==> src/rtl/trip_pkg.sv <==
package trip_pkg;
  localparam int CODE_NONE = 0;

  // Source code: channels first (upper, lower), then comparator pairs (over, under).
  function automatic int src_code(input int n_ch, input bit from_cmp,
                                  input int idx, input bit low_side);
    int base;
    base = from_cmp ? 2 * n_ch : 0;
    return 1 + base + 2 * idx + (low_side ? 1 : 0);
  endfunction

  function automatic int code_width(input int n_ch, input int n_cmp);
    return $clog2(2 * (n_ch + n_cmp) + 1);
  endfunction
endpackage

==> src/rtl/trip_limit_chk.sv <==
module trip_limit_chk #(
  parameter int N_CH  = 3,
  parameter int ADC_W = 16
) (
  input  logic                  smp_valid,
  input  logic [N_CH*ADC_W-1:0] smp_data,
  input  logic [ADC_W-1:0]      lim_hi,
  input  logic [ADC_W-1:0]      lim_lo,
  output logic [N_CH-1:0]       over,
  output logic [N_CH-1:0]       under
);
  genvar c;
  generate
    for (c = 0; c < N_CH; c++) begin : g_ch
      logic signed [ADC_W-1:0] code;
      assign code     = smp_data[c*ADC_W +: ADC_W];
      assign over[c]  = smp_valid && (code > $signed(lim_hi));
      assign under[c] = smp_valid && (code < $signed(lim_lo));
    end
  endgenerate
endmodule

==> src/rtl/trip_sync.sv <==
module trip_sync #(
  parameter int W = 3
) (
  input  logic         clk,
  input  logic         rst_n,
  input  logic [W-1:0] d,
  output logic [W-1:0] q
);
  logic [W-1:0] meta_q;
  always_ff @(posedge clk) begin
    if (!rst_n) begin
      meta_q <= '0;
      q      <= '0;
    end else begin
      meta_q <= d;
      q      <= meta_q;
    end
  end
endmodule

==> src/rtl/trip_cause.sv <==
module trip_cause #(
  parameter int N_CH   = 3,
  parameter int N_CMP  = 3,
  parameter int CODE_W = 4
) (
  input  logic [N_CH-1:0]   over,
  input  logic [N_CH-1:0]   under,
  input  logic [N_CMP-1:0]  cmp_over,
  input  logic [N_CMP-1:0]  cmp_under,
  output logic [CODE_W-1:0] code
);
  import trip_pkg::*;
  // Scan from the highest code down so the lowest active code is left.
  always_comb begin
    code = CODE_W'(CODE_NONE);
    for (int j = N_CMP - 1; j >= 0; j--) begin
      if (cmp_under[j]) code = CODE_W'(src_code(N_CH, 1'b1, j, 1'b1));
      if (cmp_over[j])  code = CODE_W'(src_code(N_CH, 1'b1, j, 1'b0));
    end
    for (int c = N_CH - 1; c >= 0; c--) begin
      if (under[c]) code = CODE_W'(src_code(N_CH, 1'b0, c, 1'b1));
      if (over[c])  code = CODE_W'(src_code(N_CH, 1'b0, c, 1'b0));
    end
  end
endmodule

==> src/rtl/trip_core.sv <==
module trip_core #(
  parameter int N_GATE = 6,
  parameter int CODE_W = 4
) (
  input  logic              clk,
  input  logic              rst_n,
  input  logic              src_any,
  input  logic              clr,
  input  logic [CODE_W-1:0] src_code_now,
  input  logic [N_GATE-1:0] pwm_n,
  output logic              tripped_q,
  output logic [CODE_W-1:0] cause_q,
  output logic [N_GATE-1:0] gate_q
);
  always_ff @(posedge clk) begin
    if (!rst_n) begin
      tripped_q <= 1'b1;
      cause_q   <= '0;
      gate_q    <= '1;
    end else begin
      gate_q <= tripped_q ? '1 : pwm_n;
      if (src_any) begin
        tripped_q <= 1'b1;
        if (!tripped_q) cause_q <= src_code_now;
      end else if (clr) begin
        tripped_q <= 1'b0;
        cause_q   <= '0;
      end
    end
  end
endmodule

==> src/rtl/gate_trip_guard.sv <==
module gate_trip_guard #(
  parameter int N_CH   = 3,
  parameter int ADC_W  = 16,
  parameter int N_CMP  = 3,
  parameter int N_GATE = 6,
  localparam int CODE_W = trip_pkg::code_width(N_CH, N_CMP)
) (
  input  logic                  clk,
  input  logic                  rst_n,
  input  logic                  smp_valid,
  input  logic [N_CH*ADC_W-1:0] smp_data,
  input  logic [ADC_W-1:0]      lim_hi,
  input  logic [ADC_W-1:0]      lim_lo,
  input  logic [N_CMP-1:0]      cmp_over,
  input  logic [N_CMP-1:0]      cmp_under,
  input  logic [N_GATE-1:0]     pwm_n,
  input  logic                  clr,
  output logic [N_GATE-1:0]     gate_n,
  output logic                  fault,
  output logic [CODE_W-1:0]     cause
);
  // Named internal events
  logic [N_CH-1:0]   lim_over, lim_under;
  logic [N_CMP-1:0]  cmp_over_s, cmp_under_s;
  logic [CODE_W-1:0] code_now;
  logic              src_any;
  logic              clr_ok;

  trip_limit_chk #(.N_CH(N_CH), .ADC_W(ADC_W)) u_lim (
    .smp_valid(smp_valid), .smp_data(smp_data), .lim_hi(lim_hi), .lim_lo(lim_lo),
    .over(lim_over), .under(lim_under)
  );

  trip_sync #(.W(2*N_CMP)) u_sync (
    .clk(clk), .rst_n(rst_n),
    .d({cmp_under, cmp_over}), .q({cmp_under_s, cmp_over_s})
  );

  trip_cause #(.N_CH(N_CH), .N_CMP(N_CMP), .CODE_W(CODE_W)) u_cause (
    .over(lim_over), .under(lim_under),
    .cmp_over(cmp_over_s), .cmp_under(cmp_under_s), .code(code_now)
  );

  assign src_any = (|lim_over) | (|lim_under) | (|cmp_over_s) | (|cmp_under_s);
  assign clr_ok  = clr && !src_any;

  trip_core #(.N_GATE(N_GATE), .CODE_W(CODE_W)) u_core (
    .clk(clk), .rst_n(rst_n), .src_any(src_any), .clr(clr),
    .src_code_now(code_now), .pwm_n(pwm_n),
    .tripped_q(fault), .cause_q(cause), .gate_q(gate_n)
  );
endmodule

==> config.mk <==
export PLATFORM = sky130hd
export DESIGN_NAME = gate_trip_guard
export DESIGN_NICKNAME = d
export VERILOG_FILES = /design/src/rtl/trip_pkg.sv /design/src/rtl/trip_limit_chk.sv /design/src/rtl/trip_sync.sv /design/src/rtl/trip_cause.sv /design/src/rtl/trip_core.sv /design/src/rtl/gate_trip_guard.sv
export SDC_FILE = /design/constraint.sdc
export NUM_CORES = 1
export LEC_CHECK = 0
export ABC_AREA = 1
export BUFFER_PORTS_ARGS = -buffer_cell sky130_fd_sc_hd__buf_2
export CORE_UTILIZATION = 47
export DETAILED_ROUTE_END_ITERATION = 16
export MAX_ROUTING_LAYER = met4
export PLACE_DENSITY = 0.78
export SYNTH_ARGS = -nofsm -noshare
export SYNTH_HDL_FRONTEND = slang
export SYNTH_SLANG_ARGS = --single-unit
==> constraint.sdc <==
create_clock -name clk -period 1.6 [get_ports clk]
set_input_delay 0.08 -clock clk [delete_from_list [all_inputs] [get_ports clk]]
set_output_delay 0.08 -clock clk [all_outputs]
set_load 0.1 [all_outputs]
==> flow_metrics.py <==
metrics = {
    "die": {
        "initial_utilization": 0.4994,
        "num_io_pins": 107,
        "dieArea_um2": 7277,
        "num_rows": 29,
        "die-width_um": 85.31,
        "coreArea_um2": 6531,
        "fp.dieH_um": 85.31,
    },
    "timing": {
        "tightestPinTransition_ps": 504.9,
        "tns_ps": -221.2,
        "fmax_ghz": 0.5972,
        "setup_violations": 5,
        "fin_worst_skew_ps": 3.270,
        "slew_headroom": 0.6657,
        "drv_slew": 0,
        "layout_min_cycle_time_ps": 1674,
        "min_period_over_period": 1.047,
        "hold_viol": 0,
        "rsz0062_at_grt": "yes",
        "fin_ws_ps": -74.48,
    },
    "cts": {
        "cts.htree.levels": 1,
        "cts_root_buf": "clkbuf_8",
        "cts_buffer_depth": 2,
        "numCtsBuffers": 3,
        "cts_sinks": 23,
        "clock_latency_ps": 260,
        "clk_pin_slew_ps": 80,
        "cts_tree": "done",
    },
    "placement": {
        "numPortBuffers": 106,
        "hpwl_mm": 7.391,
        "place_area_um2": 4060,
        "dp_cells": 691,
        "globalplace.congestion": 0.9283,
    },
    "global_route": {
        "grt_use_total": 0.2602,
        "grt_pass1_vias": 3518,
        "overflow": 0,
        "antenna_found_initial": 0,
        "grt_pass1_wl_mm": 14.96,
        "grt_max_degree": 15,
    },
    "detailed_routing": {
        "vias": 3575,
        "firstDrtPassIters": 4,
        "wire_per_inst_um": 12.91,
        "routed_wl_mm": 9.087,
        "drtIter0Drc": 138,
        "drc": 0,
        "ant_nets": 0,
        "vias_per_cell": 5.078,
    },
    "synth": {
        "synth_nets": 677,
        "synth-xor-area-share": 0,
        "ys_seq_elements": 23,
        "yosys.area.top_type_share": 0.3567,
        "synthAdderAreaFrac": 0.3567,
        "synth_top_family_by_area": "adder cells",
        "synthMuxAreaShare": 0,
        "yosys.area_share.simple": 0.2862,
        "synth_cell_type_count": 28,
        "yosys-top-cells-area": "ha_1 36%, nand2_1 15%, dfxtp_1 14%, inv_1 11%, a21oi_1 6.9%",
        "yosysWarnings": 0,
        "ys_seq_area_frac": 0.1412,
        "synthCells": 488,
        "syn-cell-area_um2": 3262,
        "syn_area_per_cell_um2": 6.684,
        "yosysTopAreaCell": "ha_1",
        "synth_compound_area_frac": 0.1043,
    },
    "power_and_ir_drop": {
        "power.switching_mw": 0.8437,
        "swShare": 0.3929,
        "leakagePower_nw": 2.641,
        "p_per_area_nw_per_um2": 459.3,
        "seqPwrFrac": 0.279,
        "p_clk_frac": 0.163,
        "vdd_ir_drop_max_mv": 0.9387,
        "power_frac_comb": 0.558,
        "internal_power_mw": 1.304,
    },
    "final_layout": {
        "fin_cells": 704,
        "diodes": 0,
        "syn2layout_area_growth_pct": 43.34,
        "fill_cells": 493,
        "layout_common_cells": "123 x nand2_1, 93 x buf_2, 76 x ha_1, 72 x inv_1, 36 x a21oi_1",
        "final_area_um2": 4676,
        "final_common_cell": "nand2_1",
        "drive_gt1_frac": 0.3525,
        "finalNetCount": 817,
    },
    "job": {
        "cap_viol_max_count": 0,
    },
    "critical_path": {
        "crit_arrival_ps": 1830,
        "r2r-end": "u_core.cause_q[3]",
        "cp_max_fo": 5,
        "startpoint_type": "primary input",
        "crit_path_start": "lim_lo[9]",
        "critPathRequiredTime_ps": 1760,
        "worstSetupEndpoint": "u_core.cause_q[3]",
        "reg2reg_from": "u_sync.q[3]",
        "crit_path_end_kind": "flop",
        "path_class": "in2reg",
        "rrSetupSlack_ps": -60,
        "r2r_cells": 8,
    },
    "hold_path": {
        "holdCritPathClass": "in2reg",
    },
    "outcome": {
        "status": "complete, but fails checks",
        "violations": "negative setup slack",
    },
}
-- critical path, stage by stage --
cell      delay (ps)
buf_2            100
inv_2             80
ha_1             240
nand2_1           70
inv_1             40
o21bai_1         140
a21oi_1          100
nor2_2           180
nand3_2          110
nand2_2           90
nor2_4            60
nor2_8           140
nand3_4          110
nand2_4          100
nand3b_1          80
nand2_1           70
nor2_1            40
-- layer usage --
metal  vias to the layer above  part of all wire  track usage
met4                         0             0.013      0.04545
met5                         -                 0            -
li1                       1876                 -            -
met3                        12             0.047      0.02432
met2                       108              0.51       0.4802
met1                      1579              0.43       0.3096
-- power by group through the flow --
stage          clock (mW)  combinational (mW)  sequential [mW]
6_report            0.351                1.20            0.598
5_1_grt             0.389                1.34            0.600
4_1_cts             0.358                1.12            0.598
3_5_place_dp            0               0.979            0.611
3_3_place_gp            0               0.943            0.610
2_1_floorplan           0               0.590            0.637
-- sequential cells by signal (all words and copies together), names as in the netlist --
name	cells
u_core.cause_q	4
u_sync.meta_q	6
u_sync.q	6
u_core.tripped_q	1
u_core.gate_q	6
-- kinds of logic (layout without fill, tap and decap cells) --
family / Yosys count / in the layout
AND/OR/NAND/NOR: 211 / 211
buffers and inverters: 97 / 236
adder cells (fa/ha/maj): 93 / 93
AO/OA/AOI/OAI: 64 / 64
flip-flops: 23 / 23
-- worst min path at each step --
| stage | start | end | cells after the start |
|---|---|---|---|
| after floorplan | clr | u_core.tripped_q | 1 |
| after global placement | pwm_n[4] | u_core.gate_q[4] | 3 |
| after detailed placement | pwm_n[2] | u_core.gate_q[2] | 3 |
| after CTS | pwm_n[2] | u_core.gate_q[2] | 3 |
| after global routing | cmp_over[0] | u_sync.meta_q[0] | 3 |
| final | cmp_over[0] | u_sync.meta_q[0] | 3 |
-- layout make-up --
class / count / area [um^2] / area share
clock buffers: 3 / 41.29 / 0.008831
clock inverters: 1 / 7.507 / 0.001606
inverters: 96 / 390.4 / 0.08349
multi-input cells: 368 / 2814 / 0.6018
flip-flops and latches: 23 / 461.7 / 0.09874
well taps: 77 / 96.34 / 0.02060
repair buffers: 136 / 864.6 / 0.1849
-- timing repair --
item / 4_1_cts / 5_1_grt
resized for setup: 78 / 31
endpoints found under the setup margin: 5 / 5
gates cloned: 0 / 0
hold endpoints to repair: 8 / 0
hold buffers: 8 / 0
buffers inserted: 1 / 0
pin swaps: 38 / 24
-- per-stage QoR --
step / power, mW / utilization / hold WS [ps] / worst slack [ps]
CTS: 2.082 / 0.6964 / 4.841 / -29.01
finish: 2.148 / 0.7159 / 4.618 / -74.48
global placement: 1.553 / 0.6216 / 257.4 / -408.8
floorplan: 1.227 / - / 172.8 / -50.30
detailed placement: 1.590 / 0.6216 / 264.1 / -395.9
global route: 2.334 / 0.7159 / 8.547 / -221.0
-- cell usage after synthesis --
cell type and count:
nor2_8 1, o21a_1 1, o21ai_0 8, a21oi_1 45, nand3_4 1, o31a_1 1
nor3_1 7, nand3_1 20, clkbuf_1 1, inv_1 92, ha_1 93, nand3b_1 1
nand2_4 2, nand2_1 132, nor2_1 29, nand4_2 1, a31oi_1 1, inv_2 4
nor2_2 4, o21ai_1 3, nand4_1 8, dfxtp_1 23, o21bai_1 1, nand3_2 2
a211oi_1 1, a21o_1 3, nor4_1 2, nand2_2 1
No activity file was read; power rests on OpenSTA's default activity.
